`src/rtl/ls_agu_pkg.sv`:
```
package ls_agu_pkg;
   typedef struct packed {
      logic pre;   // 1: address uses modified base
      logic up;    // 1: add offset, 0: subtract
      logic bi;    // byte (primary) or immediate (extended)
      logic wb;    // writeback request for pre-index
      logic ld;    // 1: load
   } agu_ctrl_t;

   localparam logic [2:0] SZ_UBYTE = 3'b000;
   localparam logic [2:0] SZ_UHALF = 3'b001;
   localparam logic [2:0] SZ_WORD  = 3'b010;
   localparam logic [2:0] SZ_DWORD = 3'b011;
   localparam logic [2:0] SZ_SBYTE = 3'b100;
   localparam logic [2:0] SZ_SHALF = 3'b101;
endpackage

```
`src/rtl/ls_agu_offset.sv`:
```
module ls_agu_offset #(
   parameter int AW    = 32,
   parameter int IMM_W = 12,
   parameter int NIB_W = 4
) (
   input  logic             family,
   input  logic             use_reg,
   input  logic             bi,
   input  logic [IMM_W-1:0] imm12,
   input  logic [NIB_W-1:0] imm_hi,
   input  logic [NIB_W-1:0] imm_lo,
   input  logic [AW-1:0]    reg_off,
   output logic [AW-1:0]    offset
);
   localparam int PAD_P = AW - IMM_W;
   localparam int PAD_X = AW - 2*NIB_W;

   logic [AW-1:0] prim_imm;
   logic [AW-1:0] ext_imm;

   assign prim_imm = {{PAD_P{1'b0}}, imm12};
   assign ext_imm  = {{PAD_X{1'b0}}, imm_hi, imm_lo};

   always_comb begin
      if (family) offset = bi ? ext_imm : reg_off;
      else        offset = use_reg ? reg_off : prim_imm;
   end
endmodule

```
`src/rtl/ls_agu_addsub.sv`:
```
module ls_agu_addsub #(
   parameter int AW      = 32,
   parameter bit NEG_ADD = 1'b1
) (
   input  logic [AW-1:0] base,
   input  logic [AW-1:0] offset,
   input  logic          up,
   output logic [AW-1:0] sum
);
   generate
      if (NEG_ADD) begin : g_negadd
         logic [AW-1:0] operand;
         assign operand = up ? offset : (~offset + {{(AW-1){1'b0}}, 1'b1});
         assign sum     = base + operand;
      end else begin : g_mux
         logic [AW-1:0] s_add;
         logic [AW-1:0] s_sub;
         assign s_add = base + offset;
         assign s_sub = base - offset;
         assign sum   = up ? s_add : s_sub;
      end
   endgenerate
endmodule

```
`src/rtl/ls_agu_attr.sv`:
```
module ls_agu_attr
   import ls_agu_pkg::*;
(
   input  logic       family,
   input  logic [1:0] xkind,
   input  logic       bi,
   input  logic       ld,
   output logic       load,
   output logic [2:0] size
);
   always_comb begin
      load = ld;
      size = SZ_WORD;
      if (!family) begin
         size = bi ? SZ_UBYTE : SZ_WORD;
      end else begin
         case (xkind)
            2'b10: begin
               load = 1'b1;
               size = ld ? SZ_SBYTE : SZ_DWORD;
            end
            2'b11: begin
               load = ld;
               size = ld ? SZ_SHALF : SZ_DWORD;
            end
            default: begin
               load = ld;
               size = SZ_UHALF;
            end
         endcase
      end
   end
endmodule

```
`src/rtl/ls_agu.sv`:
```
module ls_agu
   import ls_agu_pkg::*;
#(
   parameter int AW      = 32,
   parameter int IMM_W   = 12,
   parameter int NIB_W   = 4,
   parameter bit NEG_ADD = 1'b1
) (
   input  logic             clk,
   input  logic             rst_n,
   input  logic             req_valid,
   input  logic             family,
   input  logic             use_reg,
   input  logic [1:0]       xkind,
   input  logic [4:0]       ctrl,
   input  logic [AW-1:0]    base,
   input  logic [IMM_W-1:0] imm12,
   input  logic [NIB_W-1:0] imm_hi,
   input  logic [NIB_W-1:0] imm_lo,
   input  logic [AW-1:0]    reg_off,
   output logic             o_valid,
   output logic [AW-1:0]    o_addr,
   output logic [AW-1:0]    o_base_new,
   output logic             o_base_we,
   output logic             o_load,
   output logic [2:0]       o_size
);
   generate
      if (IMM_W >= AW) begin : g_bad_imm
         $error("ls_agu: IMM_W must be narrower than AW");
      end
      if (2*NIB_W >= AW) begin : g_bad_nib
         $error("ls_agu: 2*NIB_W must be narrower than AW");
      end
   endgenerate

   agu_ctrl_t     cf;
   logic [AW-1:0] offset;
   logic [AW-1:0] sum;
   logic          load_d;
   logic [2:0]    size_d;
   logic [AW-1:0] addr_d;
   logic          we_d;

   assign cf = agu_ctrl_t'(ctrl);

   ls_agu_offset #(.AW(AW), .IMM_W(IMM_W), .NIB_W(NIB_W)) u_offset (
      .family (family),
      .use_reg(use_reg),
      .bi     (cf.bi),
      .imm12  (imm12),
      .imm_hi (imm_hi),
      .imm_lo (imm_lo),
      .reg_off(reg_off),
      .offset (offset)
   );

   ls_agu_addsub #(.AW(AW), .NEG_ADD(NEG_ADD)) u_addsub (
      .base  (base),
      .offset(offset),
      .up    (cf.up),
      .sum   (sum)
   );

   ls_agu_attr u_attr (
      .family(family),
      .xkind (xkind),
      .bi    (cf.bi),
      .ld    (cf.ld),
      .load  (load_d),
      .size  (size_d)
   );

   // pre-index uses the modified base; post-index always writes back
   assign addr_d = cf.pre ? sum : base;
   assign we_d   = cf.pre ? cf.wb : 1'b1;

   always_ff @(posedge clk or negedge rst_n) begin
      if (!rst_n) begin
         o_valid    <= 1'b0;
         o_addr     <= '0;
         o_base_new <= '0;
         o_base_we  <= 1'b0;
         o_load     <= 1'b0;
         o_size     <= '0;
      end else begin
         o_valid    <= req_valid;
         o_addr     <= addr_d;
         o_base_new <= sum;
         o_base_we  <= req_valid & we_d;
         o_load     <= load_d;
         o_size     <= size_d;
      end
   end
endmodule

```
`config.mk`:
```
export PLATFORM = sky130hd
export DESIGN_NAME = ls_agu
export DESIGN_NICKNAME = d
export VERILOG_FILES = /design/src/rtl/ls_agu_pkg.sv /design/src/rtl/ls_agu_offset.sv /design/src/rtl/ls_agu_addsub.sv /design/src/rtl/ls_agu_attr.sv /design/src/rtl/ls_agu.sv
export SDC_FILE = /design/constraint.sdc
export NUM_CORES = 1
export LEC_CHECK = 0
export BUFFER_PORTS_ARGS = -buffer_cell sky130_fd_sc_hd__buf_4
export CORE_MARGIN = 2
export CORE_UTILIZATION = 35
export CTS_CLUSTER_SIZE = 28
export DETAILED_ROUTE_END_ITERATION = 12
export GPL_ROUTABILITY_DRIVEN = 0
export HOLD_SLACK_MARGIN = 0.02
export SLEW_MARGIN = 40
export SYNTH_ARGS = -nofsm -noshare
export SYNTH_HDL_FRONTEND = slang
export SYNTH_SLANG_ARGS = --single-unit
```
`constraint.sdc`:
```
create_clock -name clk -period 0.8 [get_ports clk]
set_clock_uncertainty 0.15 [all_clocks]
set_input_delay 0.04 -clock clk [delete_from_list [all_inputs] [get_ports clk]]
set_output_delay 0.04 -clock clk [all_outputs]
set_load 0.02 [all_outputs]
```
Word level (Yosys, flattened, before mapping)
Index checks and enable logic that the tools add are counted.
{"block": "totals", "reg_bits": 70, "input_bits": 96, "output_inout_bits": 70, "wordCells": 25}
{"block": "classes", "add_sub_neg": 2, "n_eq_ne": 2, "mux": 13, "bitwise": 2}
{"cell": "32-bit 2-to-1 mux", "count": 5}
{"cell": "32-bit by 1-bit adder with 32-bit output (second input constant)", "count": 1}
{"cell": "32-bit adder", "count": 1}
{"cell": "32-bit NOT", "count": 1}
{"cell": "3-bit 2-to-1 mux", "count": 3}
{"cell": "3-bit one-hot mux with 2 select lines", "count": 1}
{"cell": "2-bit == test (second input constant)", "count": 2}
{"cell": "1-bit 2-to-1 mux", "count": 3}
{"cell": "2-bit 2-to-1 mux", "count": 1}
{"cell": "1-bit bitwise AND", "count": 1}

Longest topological paths before layout
Gate-level depths: netlist (run 1).
{"block": "logic_depth", "ltp_word": 7, "depth_mapped": 24, "mapped_depth_nobuf": 20}

Hierarchy
Synthesis (run 1) repeated with hierarchy kept, for this count alone.
{"block": "unflattened", "hier_cells": 518, "area_unflattened_um2": 5343.9}
{"mod": "ls_agu_addsub", "instances": 1, "cells_per_inst": 341, "area_each_um2": 2373.5, "seq_area_each_um2": 0.0}
{"mod": "ls_agu", "instances": 1, "cells_per_inst": 108, "area_each_um2": 2303.5, "seq_area_each_um2": 1751.7}
{"mod": "ls_agu_offset", "instances": 1, "cells_per_inst": 63, "area_each_um2": 620.6, "seq_area_each_um2": 0.0}
{"mod": "ls_agu_attr", "instances": 1, "cells_per_inst": 6, "area_each_um2": 46.3, "seq_area_each_um2": 0.0}

Worst setup path after synthesis (run 1)
Ideal clock, no wire load.
{"block": "synth_timing", "path_kind": "input to register", "from": "input use_reg", "to": "register o_addr[30]", "setup_time_ns": 0.125, "arrival_ns": 4.605, "required_time_ns": 0.525, "slack_ns": -4.080, "stages": 23, "n_path_buf": 4, "path_cell_list": "buf_2 > buf_2 > mux2i_1 > mux2i_1 > inv_1 > ha_1 > nor2b_1 > and4_1 > buf_2 > nor2_1 > or2_2 > buf_2 > o31ai_1 > a31oi_1 > ha_1 > and3_1 > and4_1 > o211a_1 > or2_2 > a2111oi_0 > o31ai_1 > xor2_1 > mux2_2"}
{"block": "synth_via", "elab_chain_len": 7}
{"element": "from (decl)", "line_no": "ls_agu.sv:13", "text": "input logic use_reg,"}
{"element": "32-bit 2-to-1 mux *", "line_no": "ls_agu_offset.sv:26", "text": "else offset = use_reg ? reg_off : prim_imm;"}
{"element": "32-bit 2-to-1 mux *", "line_no": "ls_agu_offset.sv:25", "text": "if (family) offset = bi ? ext_imm : reg_off;"}
{"element": "32-bit NOT", "line_no": "ls_agu_addsub.sv:13", "text": "assign operand = up ? offset : (~offset + {{(AW-1){1'b0}}, 1'b1});"}
{"element": "32-bit by 1-bit adder with 32-bit output", "line_no": "ls_agu_addsub.sv:13"}
{"element": "32-bit 2-to-1 mux *", "line_no": "ls_agu_addsub.sv:13"}
{"element": "32-bit adder *", "line_no": "ls_agu_addsub.sv:14", "text": "assign sum = base + operand;"}
{"element": "via sum[30]", "line_no": "ls_agu.sv:39", "text": "logic [AW-1:0] sum;"}
{"element": "32-bit 2-to-1 mux *", "line_no": "ls_agu.sv:75", "text": "assign addr_d = cf.pre ? sum : base;"}
{"element": "via addr_d[30]", "line_no": "ls_agu.sv:42", "text": "logic [AW-1:0] addr_d;"}
{"element": "to (signal assigned)", "line_no": "ls_agu.sv:88", "text": "o_addr <= addr_d;"}
{"element": "to (decl)", "line_no": "ls_agu.sv:22", "text": "output logic [AW-1:0] o_addr,"}
Mark *: on every way through the listed nets, which the timed path passes. The rest lies on a longest branch.

Final worst setup path (run 1)
{"block": "layout_timing", "from": "input ctrl[2]", "to": "register o_addr[30]"}
{"block": "layout_via", "elab_chain_len": 7}
{"element": "from (decl)", "line_no": "ls_agu.sv:15", "text": "input logic [4:0] ctrl,"}
{"element": "32-bit 2-to-1 mux * (2 in series)", "line_no": "ls_agu_offset.sv:25"}
{"element": "32-bit NOT", "line_no": "ls_agu_addsub.sv:13"}
{"element": "32-bit by 1-bit adder with 32-bit output", "line_no": "ls_agu_addsub.sv:13"}
{"element": "32-bit 2-to-1 mux *", "line_no": "ls_agu_addsub.sv:13"}
{"element": "32-bit adder *", "line_no": "ls_agu_addsub.sv:14"}
{"element": "via sum[30]", "line_no": "ls_agu.sv:39"}
{"element": "32-bit 2-to-1 mux *", "line_no": "ls_agu.sv:75"}
{"element": "via addr_d[30]", "line_no": "ls_agu.sv:42"}
Marked as above.

==> results of run 1 <==
## area by class of cell
type,count,share of cell area
multi-input combinational,441,0.424
timing repair buffer,380,0.337
sequential,70,0.178
clock buffer,13,0.0274
tap,184,0.0234
clock inverter,3,0.00660
inverter,9,0.00343
## path summary, 6_finish.rpt
kind	end	slack, ns	depth (start not counted)
min in group asynchronous	o_addr[22]$_DFF_PN0_	-0.06	2
max in group asynchronous	o_addr[5]$_DFF_PN0_	0.19	3
worst max-delay path	o_addr[30]$_DFF_PN0_	-2.87	19
worst min-delay path	o_addr[0]$_DFF_PN0_	-0.21	2
## report_power, final
group	switching, µW	leakage [µW]	total, µW	internal [µW]
combinational	5000	0.00360	10900	5940
clock	1480	0.000166	4460	2980
sequential	457	0.000817	4960	4500
total	6930	0.00458	20400	13400
## flip-flops by register name (all words and copies together), names as in the netlist
register    cells
o_addr         32
o_base_we       1
o_load          1
o_size          3
o_valid         1
o_base_new     32
## timing repair
item,CTS,global route
endpoints found under the setup margin,134,139
gates cloned,2,0
endpoints found under the hold margin,111,45
gates resized for setup,161,83
buffers inserted,25,16
pin swaps,40,33
## logic make-up after synthesis
family / after synthesis / synth area share
compound gates: 164 / 0.209
xor+xnor: 38 / 0.0645
fa+ha+maj: 40 / 0.0984
buf+inv: 31 / 0.0247
flops: 70 / 0.339
mux: 56 / 0.116
simple gates: 143 / 0.148
## layer usage
| metal | vias up | part of all wire |
|---|---|---|
| li1 | 2759 | - |
| met3 | 36 | 0.051 |
| met1 | 2751 | 0.40 |
| met5 | - | 0 |
| met4 | 0 | 0.024 |
| met2 | 158 | 0.53 |
## layout by cell type (no fill, tap or decap), types with 8 or more instances in the layout
master and instances:
buf_4 277, buf_6 88, dfrtp_1 70, nor2_1 39
a21oi_1 34, ha_1 34, mux2i_2 15, mux2_2 15
a21o_1 14, nand2_1 14, xnor2_1 14, mux2_4 14
xor2_1 13, a31oi_1 12, o21a_1 11, o21ai_1 10
mux2i_4 9, nor3_1 9, a21oi_2 9, clkbuf_16 9
nor2b_1 8, o21ai_2 8
## metrics by stage
stage                     hold WS [ns]  total power (µW)  cell area, µm²
after floorplan                 -0.406              9330            5410
after global placement          -0.262             13500            8110
after detailed placement        -0.263             13600            8110
after CTS                       -0.214             19700            9410
after global routing            -0.211             21400            9850
final                           -0.207             20400            9850
==> results.sh, run 1 <==
export IMPL_drtAntennaViolNets=0
export IMPL_synthArstFlopShare=1.00
export IMPL_n_antenna_cell=0
export IMPL_die_y_um=125
export IMPL_grt_max_degree=29
export IMPL_avgSynthCellArea_um2=9.53
export IMPL_port_buffers=165
export IMPL_synth_seq_area_share=0.339
export IMPL_worst_pin_slew_ns=0.393
export IMPL_crit_family="simple AND/OR/NAND/NOR gates"
export IMPL_cts_sinks=70
export IMPL_post_route_min_period_ns=3.67
export IMPL_multiInputGateArea_mm2=0.00418
export IMPL_max_stage_delay_ns=0.43
export IMPL_drcViolationCount=0
export IMPL_area_growth_pct=90.8
export IMPL_grt_pass1_vias=6030
export IMPL_synth_common_cells="dfrtp_1, nor2_1, a21oi_1"
export IMPL_start_util=0.357
export IMPL_synthFlopType="dfrtp_1"
export IMPL_crit_buf_inv=3
export IMPL_seqCellArea_mm2=0.00175
export IMPL_ios=166
export IMPL_dr_pass1_iters=5
export IMPL_critPathKind="in2reg"
export IMPL_cellLeakagePower_uw=0.00458
export IMPL_synth_edf_count=0
export IMPL_nets=1047
export IMPL_yosysMostFrequentCell="dfrtp_1"
export IMPL_grt_overflow=0
export IMPL_yosys_warnings=0
export IMPL_ctsHoldBuffers=7
export IMPL_grt_util_met1=0.259
export IMPL_root_buffer="clkbuf_16"
export IMPL_grt_util_met2=0.410
export IMPL_fin_crit_sh=4.58
export IMPL_dieArea_mm2=0.0157
export IMPL_worstPathMaxFanout=5
export IMPL_violations="negative hold slack, negative setup slack"
export IMPL_final_cell_count_no_fill=1100
export IMPL_fp_coreArea_mm2=0.0145
export IMPL_cts_buffers=9
export IMPL_fin_util=0.681
export IMPL_grtUsageMet3=0.0492
export IMPL_drt_iter0_markers=223
export IMPL_cp_data_arrival_time_ns=3.74
export IMPL_cp_start_kind="input port"
export IMPL_hold_class="in2reg"
export IMPL_wl_per_cell_um=16.7
export IMPL_crit_slowest_cell="a2111oi_4"
export IMPL_cts_tree="yes"
export IMPL_path_clk_slew_ns=0.06
export IMPL_rsz0062_at_grt="true"
export IMPL_power_density_mw_per_mm2=2070
export IMPL_layout_setup_ws_ns=-2.87
export IMPL_routed_wl_um=18300
export IMPL_die_width_um=125
export IMPL_ys_ff_latch=70
export IMPL_place_ws_ns=-3.50
export IMPL_grt_pass1_wl_um=28700
export IMPL_yosysUniqueCellTypes=57
export IMPL_maxCapViolCount=0
export IMPL_row_count=44
export IMPL_place_inst=1045
export IMPL_startpoint="ctrl[2]"
export IMPL_place_hpwl_um=13600
export IMPL_htreeDepth=3
export IMPL_required_ns=0.87
export IMPL_ys_top_cells_by_area="dfrtp_1, ha_1, mux2_2"
export IMPL_drive_above_1_share=0.608
export IMPL_synthesis_area_mm2=0.00516
export IMPL_postSynthNetCount=678
export IMPL_fmax_mhz=273
export IMPL_slew_headroom=0.731
export IMPL_fillers=1056
export IMPL_grt_most_used_layer="met2"
export IMPL_final_max_slew_viol_count=0
export IMPL_timing_setup_tns_ns=-154.87
export IMPL_path_cells="buf_12 > mux2i_4 > mux2i_4 > inv_2 > ha_4 > nor2b_4 > and4_4 > nor2_4 > or2_4 > o31ai_2 > a31oi_2 > ha_1 > buf_4 > and2_1 > and3_1 > a2111oi_4 > o31ai_2 > xor2_1 > mux2_4"
export IMPL_status="finished, violations left"
export IMPL_route_vias_total=5704
export IMPL_synth_top_area_cell="dfrtp_1"
export IMPL_crit_path_end_kind="flop"
export IMPL_min_from="base[0]"
export IMPL_avgViaCountPerCell=5.19
export IMPL_synthCells=542
export IMPL_max_vdd_ir_drop_mv=1.23
export IMPL_globalRouteTotalUtil=0.226
export IMPL_yosys_area_top_type_share=0.339
export IMPL_antenna_found_initial=0
export IMPL_finalHoldViolCount=45
export IMPL_hold_ws_ns=-0.207
export IMPL_cts_buffer_depth=2
export IMPL_setup_violations=134
No activity file was read; power rests on OpenSTA's default activity.
==> run 2: changes to the inputs <==
--- a/config.mk
+++ b/config.mk
@@ -12,6 +12,7 @@
 export DETAILED_ROUTE_END_ITERATION = 12
 export GPL_ROUTABILITY_DRIVEN = 0
 export HOLD_SLACK_MARGIN = 0.02
+export SKIP_CTS_REPAIR_TIMING = 1
 export SLEW_MARGIN = 40
 export SYNTH_ARGS = -nofsm -noshare
 export SYNTH_HDL_FRONTEND = slang
==> results.sh, run 2 (synthesized netlist as in run 1, its figures left out) <==
export IMPL_n_antenna_cell=0
export IMPL_place_hpwl_um=13600
export IMPL_setup_violations=137
export IMPL_hold_end="o_addr[8]$_DFF_PN0_"
export IMPL_dieArea_mm2=0.0157
export IMPL_port_buffers=165
export IMPL_hold_depth=2
export IMPL_antenna_found_initial=0
export IMPL_critPathKind="in2reg"
export IMPL_final_cell_mix="buf_4, buf_6, dfrtp_1, nor2_1"
export IMPL_maxCapViolCount=0
export IMPL_violations="negative hold slack, negative setup slack"
export IMPL_nets=1031
export IMPL_hold_ws_ns=-0.204
export IMPL_dr_pass1_iters=4
export IMPL_drcViolationCount=0
export IMPL_layout_cells_most_common="buf_4"
export IMPL_route_vias_total=5638
export IMPL_post_route_min_period_ns=3.68
export IMPL_rsz0062_at_grt="true"
export IMPL_worstPathMaxFanout=5
export IMPL_die_y_um=125
export IMPL_area_growth_pct=84.6
export IMPL_power_uw=19900
export IMPL_layout_setup_ws_ns=-2.88
export IMPL_crit_path_end_kind="flop"
export IMPL_die_width_um=125
export IMPL_avgViaCountPerCell=5.20
export IMPL_cts_tree="yes"
export IMPL_row_count=44
export IMPL_status="finished, violations left"
export IMPL_required_ns=0.87
export IMPL_wl_per_cell_um=16.3
export IMPL_routed_wl_um=17600
export IMPL_dpl_cell_area_mm2=0.00811
export IMPL_grt_pass1_wl_um=26700
export IMPL_fillers=1118
export IMPL_fmax_mhz=272
export IMPL_fin_area_mm2=0.00953
export IMPL_root_buffer="clkbuf_16"
export IMPL_cts_buffer_depth=2
export IMPL_fp_coreArea_mm2=0.0145
export IMPL_top_regs="o_addr x32, o_base_new x32, o_size x3"
export IMPL_htreeDepth=3
export IMPL_globalRouteTotalUtil=0.209
export IMPL_drive_above_1_share=0.586
export IMPL_cp_start_kind="input port"
export IMPL_grt_overflow=0
export IMPL_fin_crit_sh=4.60
export IMPL_final_max_slew_viol_count=0
export IMPL_worst_pin_slew_ns=0.393
export IMPL_grt_max_degree=29
export IMPL_cts_buffers=9
export IMPL_power_density_mw_per_mm2=2090
export IMPL_finalHoldViolCount=46
export IMPL_fin_util=0.658
export IMPL_min_from="base[8]"
export IMPL_drt_iter0_markers=192
export IMPL_cellLeakagePower_uw=0.00446
export IMPL_path_clk_slew_ns=0.05
export IMPL_max_vdd_ir_drop_mv=1.30
export IMPL_grt_pass1_vias=5604
export IMPL_cts_sinks=70
export IMPL_hold_class="in2reg"
export IMPL_slew_headroom=0.732
export IMPL_cp_data_arrival_time_ns=3.75
export IMPL_drtAntennaViolNets=0
export IMPL_ios=166
export IMPL_start_util=0.357
[run 2: cell types whose count changed in the layout (fill, tap and decap cells not counted), sizes merged]
cell          change
dlymetal6s4s      -1
buf              -17
clkbuf            +2
[run 2: worst max path at each step]
stage,startpoint,to,slack (ns),cells after the start
finish,use_reg,o_addr[30]$_DFF_PN0_,-2.88,18
detailed placement,use_reg,o_addr[30]$_DFF_PN0_,-3.50,19
global placement,use_reg,o_addr[30]$_DFF_PN0_,-3.33,18
floorplan,use_reg,o_addr[30]$_DFF_PN0_,-3.34,22
CTS,use_reg,o_addr[30]$_DFF_PN0_,-3.14,19
global route,ctrl[2],o_addr[30]$_DFF_PN0_,-3.04,19
[run 2: area by class of cell]
class | instances | area, µm² | area share
well taps | 184 | 230 | 0.0241
flip-flops and latches | 70 | 1750 | 0.184
clock buffers | 13 | 270 | 0.0283
multi-input cells | 441 | 4000 | 0.420
clock inverters | 3 | 65.1 | 0.00682
repair buffers | 364 | 3180 | 0.334
inverters | 9 | 33.8 | 0.00354
[run 2: per-layer routing]
layer  wire length [µm]  vias up  GRT usage
met5                  0        -          0
met2               9050      162      0.366
met3                818       28     0.0445
met4                410        0     0.0693
li1                   -     2728          -
met1               7340     2720      0.255
[run 2: power breakdown]
group          switching (µW)  internal, µW
clock                    1460          2980
combinational            4850          5670
sequential                458          4500
total                    6770         13200
[run 2: per-stage QoR]
stage,worst slack (ns),std cells,setup TNS (ns)
floorplan,-3.34,542,-148.59
global placement,-3.33,1045,-163.82
detailed placement,-3.50,1045,-169.80
CTS,-3.14,1061,-165.07
global route,-3.04,1084,-163.51
finish,-2.88,1084,-153.94
[run 2: worst max-delay path, cell delays in order]
cell	delay (ns)
clkbuf_16	0.13
mux2i_1	0.25
o2bb2ai_2	0.12
nor4_4	0.37
a41oi_2	0.25
buf_4	0.22
o31ai_4	0.23
a31oi_2	0.08
ha_1	0.36
and3_4	0.17
and4_1	0.15
nand2b_1	0.10
o21ai_2	0.07
or2_4	0.25
a2111oi_4	0.37
o31ai_2	0.13
xor2_1	0.16
mux2_2	0.27
